--- config.mk ---
export PLATFORM = sky130hd
export DESIGN_NAME = prc_route_unit
export DESIGN_NICKNAME = d
export VERILOG_FILES = /design/src/rtl/prc_pkg.sv /design/src/rtl/prc_dim_cmp.sv /design/src/rtl/prc_pick.sv /design/src/rtl/prc_route_unit.sv
export SDC_FILE = /design/constraint.sdc
export NUM_CORES = 1
export LEC_CHECK = 0
export CAP_MARGIN = 20
export CORE_MARGIN = 2
export CORE_UTILIZATION = 41
export DETAILED_ROUTE_END_ITERATION = 6
export PLACE_DENSITY = 0.85
export SYNTH_ARGS = -nofsm -noshare
export SYNTH_HDL_FRONTEND = slang
export SYNTH_SLANG_ARGS = --single-unit
--- constraint.sdc ---
create_clock -name clk_i -period 1.7 [get_ports clk_i]
set_input_delay 0.255 -clock clk_i [delete_from_list [all_inputs] [get_ports clk_i]]
set_output_delay 0.255 -clock clk_i [all_outputs]
set_load 0.005 [all_outputs]
--- src/rtl/prc_pkg.sv ---
package prc_pkg;
  localparam int NDIM   = 3;
  localparam int NDIR   = 2 * NDIM;
  localparam int PORT_W = 3;
  localparam int VC_W   = 2;

  typedef enum logic [PORT_W-1:0] {
    PORT_LOCAL = 3'd0,
    PORT_XP    = 3'd1,
    PORT_XN    = 3'd2,
    PORT_YP    = 3'd3,
    PORT_YN    = 3'd4,
    PORT_ZP    = 3'd5,
    PORT_ZN    = 3'd6
  } port_e;

  typedef struct packed {
    port_e            port;
    logic [VC_W-1:0]  vc;
    logic             plane;
  } route_t;
endpackage

--- src/rtl/prc_dim_cmp.sv ---
module prc_dim_cmp #(
  parameter int COORD_W = 4
) (
  input  logic [COORD_W-1:0] cur_i,
  input  logic [COORD_W-1:0] dst_i,
  output logic               need_o,
  output logic               plus_o
);
  assign need_o = (cur_i != dst_i);
  assign plus_o = (dst_i > cur_i);
endmodule

--- src/rtl/prc_pick.sv ---
// Adaptive choice between the two dimensions of a plane; ties go to the lower one.
module prc_pick #(
  parameter int CRED_W = 4
) (
  input  logic              lo_need_i,
  input  logic              hi_need_i,
  input  logic [CRED_W-1:0] lo_cred_i,
  input  logic [CRED_W-1:0] hi_cred_i,
  output logic              take_hi_o
);
  assign take_hi_o = hi_need_i & (~lo_need_i | (hi_cred_i > lo_cred_i));
endmodule

--- src/rtl/prc_route_unit.sv ---
module prc_route_unit
  import prc_pkg::*;
#(
  parameter int COORD_W = 4,
  parameter int CRED_W  = 4
) (
  input  logic                   clk_i,
  input  logic                   rst_ni,
  input  logic                   hdr_valid_i,
  input  logic [COORD_W-1:0]     cur_x_i,
  input  logic [COORD_W-1:0]     cur_y_i,
  input  logic [COORD_W-1:0]     cur_z_i,
  input  logic [COORD_W-1:0]     dst_x_i,
  input  logic [COORD_W-1:0]     dst_y_i,
  input  logic [COORD_W-1:0]     dst_z_i,
  input  logic                   plane_i,
  input  logic [NDIR*CRED_W-1:0] credit_i,
  output logic                   route_valid_o,
  output logic [PORT_W-1:0]      port_o,
  output logic [VC_W-1:0]        vc_o,
  output logic                   plane_o
);
  localparam int DIM_X = 0;
  localparam int DIM_Y = 1;
  localparam int DIM_Z = 2;

  logic [COORD_W-1:0] cur [NDIM];
  logic [COORD_W-1:0] dst [NDIM];
  logic [NDIM-1:0]    need, plus;
  port_e              dim_port [NDIM];
  logic [CRED_W-1:0]  dim_cred [NDIM];

  assign cur[DIM_X] = cur_x_i;
  assign cur[DIM_Y] = cur_y_i;
  assign cur[DIM_Z] = cur_z_i;
  assign dst[DIM_X] = dst_x_i;
  assign dst[DIM_Y] = dst_y_i;
  assign dst[DIM_Z] = dst_z_i;

  for (genvar d = 0; d < NDIM; d++) begin : g_dim
    prc_dim_cmp #(.COORD_W(COORD_W)) u_cmp (
      .cur_i  (cur[d]),
      .dst_i  (dst[d]),
      .need_o (need[d]),
      .plus_o (plus[d])
    );
    assign dim_port[d] = plus[d] ? port_e'(PORT_W'(2*d+1)) : port_e'(PORT_W'(2*d+2));
    assign dim_cred[d] = plus[d] ? credit_i[(2*d)*CRED_W +: CRED_W]
                                 : credit_i[(2*d+1)*CRED_W +: CRED_W];
  end

  logic xy_take_y, yz_take_z;

  prc_pick #(.CRED_W(CRED_W)) u_pick_xy (
    .lo_need_i (need[DIM_X]),
    .hi_need_i (need[DIM_Y]),
    .lo_cred_i (dim_cred[DIM_X]),
    .hi_cred_i (dim_cred[DIM_Y]),
    .take_hi_o (xy_take_y)
  );

  prc_pick #(.CRED_W(CRED_W)) u_pick_yz (
    .lo_need_i (need[DIM_Y]),
    .hi_need_i (need[DIM_Z]),
    .lo_cred_i (dim_cred[DIM_Y]),
    .hi_cred_i (dim_cred[DIM_Z]),
    .take_hi_o (yz_take_z)
  );

  // X-Y plane is left for good once X is resolved or the tag says so
  logic   leave_xy;
  route_t nxt, cur_rt;

  assign leave_xy = plane_i | ~need[DIM_X];

  always_comb begin
    nxt = '{port: PORT_LOCAL, vc: '0, plane: 1'b1};
    if (!leave_xy) begin
      nxt.port  = xy_take_y ? dim_port[DIM_Y] : dim_port[DIM_X];
      nxt.vc    = '0;
      nxt.plane = 1'b0;
    end else if (need[DIM_Y] | need[DIM_Z]) begin
      nxt.port  = yz_take_z ? dim_port[DIM_Z] : dim_port[DIM_Y];
      nxt.vc    = yz_take_z ? VC_W'(2) : VC_W'(1);
      nxt.plane = 1'b1;
    end
  end

  always_ff @(posedge clk_i or negedge rst_ni) begin
    if (!rst_ni) begin
      route_valid_o <= 1'b0;
      cur_rt        <= '{port: PORT_LOCAL, vc: '0, plane: 1'b0};
    end else begin
      route_valid_o <= hdr_valid_i;
      if (hdr_valid_i) cur_rt <= nxt;
    end
  end

  assign port_o  = cur_rt.port;
  assign vc_o    = cur_rt.vc;
  assign plane_o = cur_rt.plane;


  valid_lat_chk: assert property (@(posedge clk_i) disable iff (!rst_ni)
    hdr_valid_i |=> route_valid_o);

  hold_chk: assert property (@(posedge clk_i) disable iff (!rst_ni)
    !hdr_valid_i |=> (!route_valid_o && $stable(port_o) && $stable(vc_o) && $stable(plane_o)));

  xy_stay_chk: assert property (@(posedge clk_i) disable iff (!rst_ni)
    (hdr_valid_i && !plane_i && cur_x_i != dst_x_i) |=>
      (!plane_o && vc_o == '0 && port_o >= 3'd1 && port_o <= 3'd4));

  yz_no_x_chk: assert property (@(posedge clk_i) disable iff (!rst_ni)
    (hdr_valid_i && plane_i) |=> (plane_o && port_o != 3'd1 && port_o != 3'd2));

  z_class_chk: assert property (@(posedge clk_i) disable iff (!rst_ni)
    (route_valid_o && (port_o == 3'd5 || port_o == 3'd6)) |-> vc_o == 2'd2);

  local_chk: assert property (@(posedge clk_i) disable iff (!rst_ni)
    (hdr_valid_i && cur_y_i == dst_y_i && cur_z_i == dst_z_i && cur_x_i == dst_x_i) |=>
      (port_o == 3'd0 && vc_o == '0 && plane_o));

  port_range_chk: assert property (@(posedge clk_i) disable iff (!rst_ni)
    route_valid_o |-> port_o <= 3'd6);
endmodule

==> flow_summary.yaml, run 1 <==
outcome:
  status: "stopped before the end"
  failed_stage: "5_1_grt"
  error: "[ERROR DPL-0038] Utilization greater than 100%, impossible to legalize"
placement:
  dp_hpwl_um: 2760
  dpl.cell_count: 223
  port_buffers: 58
  place.gp.congestion: 0.762
  place_ws_ns: -1.75
logic_synthesis:
  syn_avg_cell_area_um2: 8.58
  netlist_instances: 117
  synth_top_cell_area_share_pct: 17.5
  synth_edf_count: 0
  synth_area_leaders: "dfrtp_1 17%, ha_1 17%, mux2i_1 7.0%"
  yosysWarnings: 0
  synth_area_leader_cell: "dfrtp_1"
  dominantRegCellSynth: "dfrtp_1"
  syn-num-nets: 183
  ys_seq_area_share_pct: 17.5
  async_flop_share_pct: 100
  ys_seq_elements: 7
  synth.cell_area_um2: 1000
  ys_types: 41
die:
  dieHeight_um: 53.5
  num_io_pins: 59
  initial_core_util_pct: 44.5
  fp.dieW_um: 53.5
  num_rows: 17
grt:
  grt_max_degree: 13
clocking:
  clkSinkCount: 7
  numCtsBuffers: 3
  htree_levels: 1
  root_buffer: "clkbuf_4"
  clk_path_buf_depth: 2
timing:
  grt-worst-endpoint: "port_o[1]$_DFFE_PN0P_/D"
  worstEpCategory: "sequential cell input"
[metrics by stage]
step | util (%) | instance area, µm²
2_1_floorplan | - | 1090
3_3_place_gp | 82.6 | 1860
3_5_place_dp | 82.6 | 1860
4_1_cts | 96.2 | 2170
[logic make-up after synthesis]
family | share of synthesized area [%]
multiplexers | 14.2
XOR/XNOR | 3.49
AO/OA/AOI/OAI | 20.5
adder cells (fa/ha/maj) | 17.5
buffers and inverters | 6.11
flip-flops | 17.5
AND/OR/NAND/NOR | 20.8
[synth_stat cells, types with 2 or more instances]
master	n
nor2_1	7
nor3_1	2
nand3_1	3
nand2_1	3
mux2i_2	2
mux2_2	4
inv_1	15
mux2i_1	7
xor2_1	4
dfrtp_1	7
ha_1	14
a21boi_0	2
nand2b_1	3
o21ai_0	10
a21oi_1	5
nand4_1	3
nand4b_1	2
[what timing repair did]
| item | in CTS |
|---|---|
| gates resized for setup | 123 |
| cloned | 0 |
| hold buffers | 0 |
| setup endpoints to repair | 5 |
| pin swaps | 39 |
| setup buffers | 21 |
==> inputs of run 2 (changes only) <==
CORE_AREA = 2 2 63 65   (was unset)
CORE_MARGIN = unset   (was 2)
CORE_UTILIZATION = unset   (was 41)
DIE_AREA = 0 0 65 67   (was unset)
PLACE_DENSITY = unset   (was 0.85)
PLACE_DENSITY_LB_ADDON = 0.15   (was unset)
==> run 2 against run 1 <==
Net effect: the flow now finishes, with violations (setup timing); synthesized cell count stayed put; synthesized area unchanged.
==> flow_summary.yaml, run 2 <==
outcome:
  status: "complete, but fails checks"
  violations: "setup timing"
final_layout:
  largest_register_ffs: 3
  stdcell_area_um2: 2150
  mostFrequentLayoutCells: "34 x clkdlybuf4s50_1, 22 x buf_4, 12 x ha_4, 11 x buf_2"
  finalNonFillerCells: 252
  drive_above_1_share_pct: 47.5
  fillCellCount: 349
  final_common_cell: "clkdlybuf4s50_1"
  multi_input_area_um2: 1050
  area_delta_synth_final_pct: 114
  largest-register: "port_o"
  layout.area.seq_um2: 175
  antenna-diode-count: 0
  fin_nets: 271
logic_synthesis:
  dominantRegCellSynth: "dfrtp_1"
  synth_xor_area_share_pct: 3.49
  ys_seq_area_share_pct: 17.5
  synth_top_cell_area_share_pct: 17.5
  synth_area_leaders: "dfrtp_1 17%, ha_1 17%, mux2i_1 7.0%"
  ys_types: 41
  post-synth-top-count-cell: "inv_1"
  synth_area_leader_cell: "dfrtp_1"
  syn_avg_cell_area_um2: 8.58
  yosysWarnings: 0
  synthTopCellsByCount: "15 x inv_1, 14 x ha_1, 10 x o21ai_0"
  synth_mux_area_share_pct: 14.2
  syn-num-nets: 183
  ys_seq_elements: 7
  synth_edf_count: 0
  netlist_instances: 117
  synth_compound_area_share_pct: 20.4
  synth_top_family_by_area: "simple AND/OR/NAND/NOR gates"
  async_flop_share_pct: 100
  yosys.area_share.simple_pct: 20.8
  synth.cell_area_um2: 1000
  synthAdderAreaFrac_pct: 17.5
critical_path:
  crit_buf_inv: 4
  crit_path_top_delay_cell: "or4_4"
  crit_path_max_fanout: 4
  cp_data_required_time_ns: 1.84
  reg2reg_slack_ns: 0.72
  cp_top_family: "compound AO/OA/AOI/OAI gates"
  reg2reg_to: "port_o[0]"
  ff2ff_path_depth: 3
  critical_path_class: "in -> reg"
  worstSetupEndpointType: "flip-flop"
  path_cells: "buf_12, inv_12, ha_4, nand3b_1, a21boi_4, o21ai_4, buf_4, buf_6, mux2i_4, xor2_1, or4_4, o211ai_2, a21oi_2, a211o_1, a31oi_1"
  start_kind: "input port"
  r2r_start: "port_o[0]"
  arrival_ns: 2.79
  cpPeakStageDelay_ns: 0.54
clocking:
  cts_tree: "done"
  htree_levels: 1
  path_clk_slew_ns: 0.04
  clk_path_buf_depth: 2
  clkLatencyLatePin_ns: 0.23
  clkSinkCount: 7
  numCtsBuffers: 3
  root_buffer: "clkbuf_8"
  holdBufCountCts: 0
routing:
  wl_per_cell_um: 12.4
  routed_wirelength_um: 3120
  dr.pass1.iters: 4
  ant_nets: 0
  viasPerCell: 4.70
  drcViolationCount: 0
  drtIter0Drc: 32
  vias: 1185
grt:
  grt_usage_pct: 14.9
  antenna_found_initial: 0
  grt_overflow: 0
  grt_first_pass_wirelength_um: 5040
  grt_max_degree: 13
  grt_pass1_vias: 1187
power_and_ir_drop:
  p_int_mw: 0.881
  netSwitchingFraction_pct: 32.4
  seqPwrFrac_pct: 16.8
  p_per_area_nw_per_um2: 607
  p_sw_mw: 0.422
  combPwrFrac_pct: 65.0
  p_leak_nw: 0.922
  p_clk_share_pct: 18.2
  ir_worst_vdd_mv: 0.230
die:
  dieHeight_um: 67
  core-area_um2: 3610
  initial_core_util_pct: 27.8
  die-area_um2: 4360
  num_rows: 22
  num_io_pins: 59
  fp.dieW_um: 65
timing:
  setup_ws_ns: -0.947
  hold_slack_ns: 0.287
  worst_pin_slew_ns: 0.374
  clock.fmax_ghz: 0.378
  setup_violations: 5
  fin_crit_ns: 2.65
  relSlewSlack_pct: 74.8
  hold_viol_final: 0
  rsz0062_at_grt: "true"
  slew_violations: 0
  finalSetupTns_ns: -4.40
  skew_ns: 0
  period_share_pct: 156
placement:
  dpl.cell_count: 242
  place.gp.congestion: 0.733
  place_area_um2: 1880
  port_buffers: 58
  dp_hpwl_um: 2410
run:
  maxCapViolCount: 0
hold_path:
  min_path_type: "in -> async"
-- run 2: cell counts after synthesis --
Identical to the previous run, type by type.
-- run 2: layout make-up --
cell class | count | share of cell area (%)
Tap cell | 48 | 2.80
Inverter | 15 | 3.21
Sequential cell | 7 | 8.16
Timing Repair Buffer | 84 | 34.7
Multi-Input combinational cell | 94 | 49.1
Clock buffer | 4 | 2.10
-- run 2: cell families after synthesis --
logic type | count (synthesis)
AND/OR/NAND/NOR | 34
AO/OA/AOI/OAI | 29
buffers and inverters | 16
adder cells (fa/ha/maj) | 14
multiplexers | 13
flip-flops | 7
XOR/XNOR | 4
-- run 2: per-stage QoR --
stage / util, % / setup slack (ns) / total power [mW]
finish: 59.5 / -0.947 / 1.30
global route: 59.5 / -1.10 / 1.40
CTS: 58.3 / -0.982 / 1.27
detailed placement: 52.2 / -1.76 / 0.910
global placement: 52.2 / -1.70 / 0.893
floorplan: - / -1.03 / 0.577
-- run 2: per-layer routing --
layer | up-vias | wire length, µm | share of wire (%) | GRT usage, %
li1 | 604 | - | - | -
met1 | 544 | 1190 | 38 | 16.0
met5 | - | 0 | 0 | 0
met3 | 3 | 128 | 4.1 | 2.03
met4 | 0 | 38 | 1.2 | 4.79
met2 | 34 | 1760 | 56 | 29.6
-- run 2: power groups by stage --
stage	combinational (mW)	sequential, mW	clock (mW)
2_1_floorplan	0.354	0.223	0
3_3_place_gp	0.673	0.219	0
3_5_place_dp	0.689	0.221	0
4_1_cts	0.802	0.220	0.248
5_1_grt	0.923	0.223	0.259
6_report	0.848	0.219	0.237
-- run 2: worst max-delay path by stage --
stage	startpoint	endpoint	slack [ns]	cells past startpoint
final	cur_y_i[2]	port_o[1]	-0.95	15
after global routing	cur_y_i[2]	port_o[1]	-1.10	15
after CTS	cur_y_i[2]	port_o[1]	-0.98	15
after detailed placement	cur_y_i[2]	port_o[0]	-1.76	15
after global placement	cur_y_i[2]	port_o[0]	-1.70	15
after floorplan	cur_z_i[2]	port_o[1]	-1.03	13
-- run 2: repair_timing --
action / in CTS / in global routing
endpoints found under the setup margin: 5 / 5
gates resized for setup: 115 / 7
buffers inserted: 5 / 2
gates cloned: 0 / 0
pin swaps: 40 / 5
Note: power is estimated with default switching activity, not from simulation.
==> inputs of run 3 (changes only) <==
REMOVE_ABC_BUFFERS = 1   (was unset)
==> run 3 against run 2 <==
Net effect: the run still ends with setup timing left; critical path depth is 1 lower; worst setup slack better by 0.0082 ns; sequential power hardly changed; sequential share of layout area is 0.36 points lower; cell count is 5.2% higher; via count is 5.9% higher; sequential cell count stayed put; cell area is 4.7% higher; die area stayed put; global-route usage is 2.3 points higher; worst hold slack better by 0.0014 ns; clock skew stayed put; critical endpoint unchanged; largest cell class unchanged.
==> flow_summary.yaml, run 3 (synthesis results as in run 2) <==
power_and_ir_drop:
  ir_worst_vdd_mv: 0.253
  finalPower_mw: 1.36
  p_sw_mw: 0.443
  combPwrFrac_pct: 66.7
  seqPwrFrac_pct: 16.2
  p_per_area_nw_per_um2: 604
  p_int_mw: 0.915
  p_clk_share_pct: 17.1
  p_leak_nw: 0.975
  netSwitchingFraction_pct: 32.6
grt:
  antenna_found_initial: 0
  grt_max_degree: 12
  grt_overflow: 0
  grt_pass1_vias: 1360
  grt_first_pass_wirelength_um: 5860
  grt_usage_pct: 17.2
timing:
  relSlewSlack_pct: 77.0
  setup_violations: 5
  worst_pin_slew_ns: 0.336
  slew_violations: 0
  fin_crit_ns: 2.64
  rsz0062_at_grt: "true"
  clock.fmax_ghz: 0.379
  setup_ws_ns: -0.939
  finalSetupTns_ns: -4.06
  hold_viol_final: 0
  period_share_pct: 155
  skew_ns: 0
routing:
  viasPerCell: 4.74
  drcViolationCount: 0
  routed_wirelength_um: 3480
  ant_nets: 0
  dr.pass1.iters: 4
  drtIter0Drc: 54
  wl_per_cell_um: 13.1
  vias: 1255
final_layout:
  drive_above_1_share_pct: 57.1
  largest_register_ffs: 3
  mostFrequentLayoutCells: "36 x buf_4, 34 x clkdlybuf4s50_1, 13 x ha_4, 13 x buf_6, 11 x inv_2"
  final_common_cell: "buf_4"
  area_delta_synth_final_pct: 124
  antenna-diode-count: 0
  largest-register: "port_o"
  finalNonFillerCells: 265
  fin_nets: 284
critical_path:
  r2r_start: "port_o[0]"
  reg2reg_to: "port_o[0]"
  crit_buf_inv: 3
  cp_data_required_time_ns: 1.85
  crit_path_top_delay_cell: "or4_1"
  path_cells: "buf_6, ha_4, a21oi_4, a21boi_4, o21ai_4, buf_4, mux2i_4, xor2_1, or4_1, o211ai_2, buf_4, a21oi_1, a211o_1, a31oi_1"
  cpPeakStageDelay_ns: 0.54
  ff2ff_path_depth: 4
  arrival_ns: 2.78
  start_kind: "input port"
  cp_top_family: "compound AO/OA/AOI/OAI gates"
  reg2reg_slack_ns: 0.66
  crit_path_max_fanout: 5
  critical_path_class: "in -> reg"
  worst_path_most_repeated_cell: "buf_4"
  worstSetupEndpointType: "flip-flop"
clocking:
  root_buffer: "clkbuf_8"
  clk_path_buf_depth: 2
  cts_tree: "done"
  clkLatencyLatePin_ns: 0.23
  numCtsBuffers: 3
  htree_levels: 1
  clkSinkCount: 7
  path_clk_slew_ns: 0.04
run:
  maxCapViolCount: 0
placement:
  dp_hpwl_um: 2450
  port_buffers: 58
  place.gp.congestion: 0.825
  dpl.cell_count: 243
  place_ws_ns: -1.79
die:
  fp.dieW_um: 65
  num_io_pins: 59
  die-area_um2: 4360
  dieHeight_um: 67
  initial_core_util_pct: 27.8
  num_rows: 22
  core-area_um2: 3610
outcome:
  violations: "setup timing"
  status: "complete, but fails checks"
hold_path:
  min_path_type: "in -> async"
[run 3: cell count changes in the layout (fill, tap and decap cells not counted), moves of 2 or more]
| cell | delta |
|---|---|
| buf_4 | +14 |
| buf_6 | +6 |
| clkbuf_2 | +4 |
| clkdlybuf4s15_1 | -5 |
| dlygate4sd2_1 | -4 |
| inv_1 | -4 |
| inv_2 | +4 |
| mux2_2 | +2 |
| mux2_4 | -2 |
| mux2i_1 | -2 |
| mux2i_2 | +2 |
[run 3: worst reg2reg max path: stages (launching register included)]
cell      delay [ns]
dfrtp_1         0.39
o21ai_0         0.26
nor2_1          0.09
nand2_1         0.09
o211ai_1        0.09
[run 3: area by class of cell]
cell class | instances | area, µm²
clock buffer | 4 | 45.0
fill | 303 | 1360
inverter | 15 | 58.8
multi-input combinational | 94 | 1080
sequential | 7 | 175
tap | 48 | 60.1
timing repair buffer | 97 | 827
[run 3: worst max-delay path by stage]
stage	startpoint	to	slack, ns	cells past startpoint
after floorplan	cur_z_i[2]	port_o[1]	-1.30	13
after global placement	cur_y_i[2]	port_o[0]	-1.75	15
after detailed placement	cur_z_i[2]	port_o[0]	-1.79	14
after CTS	cur_y_i[2]	port_o[0]	-0.93	15
after global routing	cur_y_i[2]	port_o[0]	-1.08	15
final	dst_y_i[2]	port_o[1]	-0.94	14
[run 3: repair_timing]
action	CTS	global route
hold buffers	0	0
pin swaps	43	24
gates cloned	0	0
hold endpoints to repair	0	0
gates resized for setup	140	25
endpoints found under the setup margin	5	6
buffers inserted	22	4
[run 3: stage by stage]
| stage | instance area, µm² | hold slack [ns] | utilization, % |
|---|---|---|---|
| global route | 2250 | 0.311 | 62.3 |
| floorplan | 998 | -0.0406 | - |
| CTS | 2200 | 0.298 | 61.1 |
| global placement | 1800 | 0.469 | 49.8 |
| finish | 2250 | 0.289 | 62.3 |
| detailed placement | 1800 | 0.480 | 49.8 |
[run 3: power groups by stage]
| stage | logic [mW] | clock network [mW] | registers [mW] |
|---|---|---|---|
| 2_1_floorplan | 0.308 | 0 | 0.223 |
| 3_3_place_gp | 0.643 | 0 | 0.220 |
| 3_5_place_dp | 0.654 | 0 | 0.222 |
| 4_1_cts | 0.823 | 0.234 | 0.220 |
| 5_1_grt | 0.986 | 0.248 | 0.223 |
| 6_report | 0.906 | 0.232 | 0.220 |
[run 3: metal layers]
layer	wire, µm	vias up	share of wire (%)	GRT usage [%]
met4	34	0	0.98	4.79
met1	1430	575	41	18.5
met5	0	-	0	0
met3	161	5	4.6	2.20
li1	-	630	-	-
met2	1860	45	53	34.5
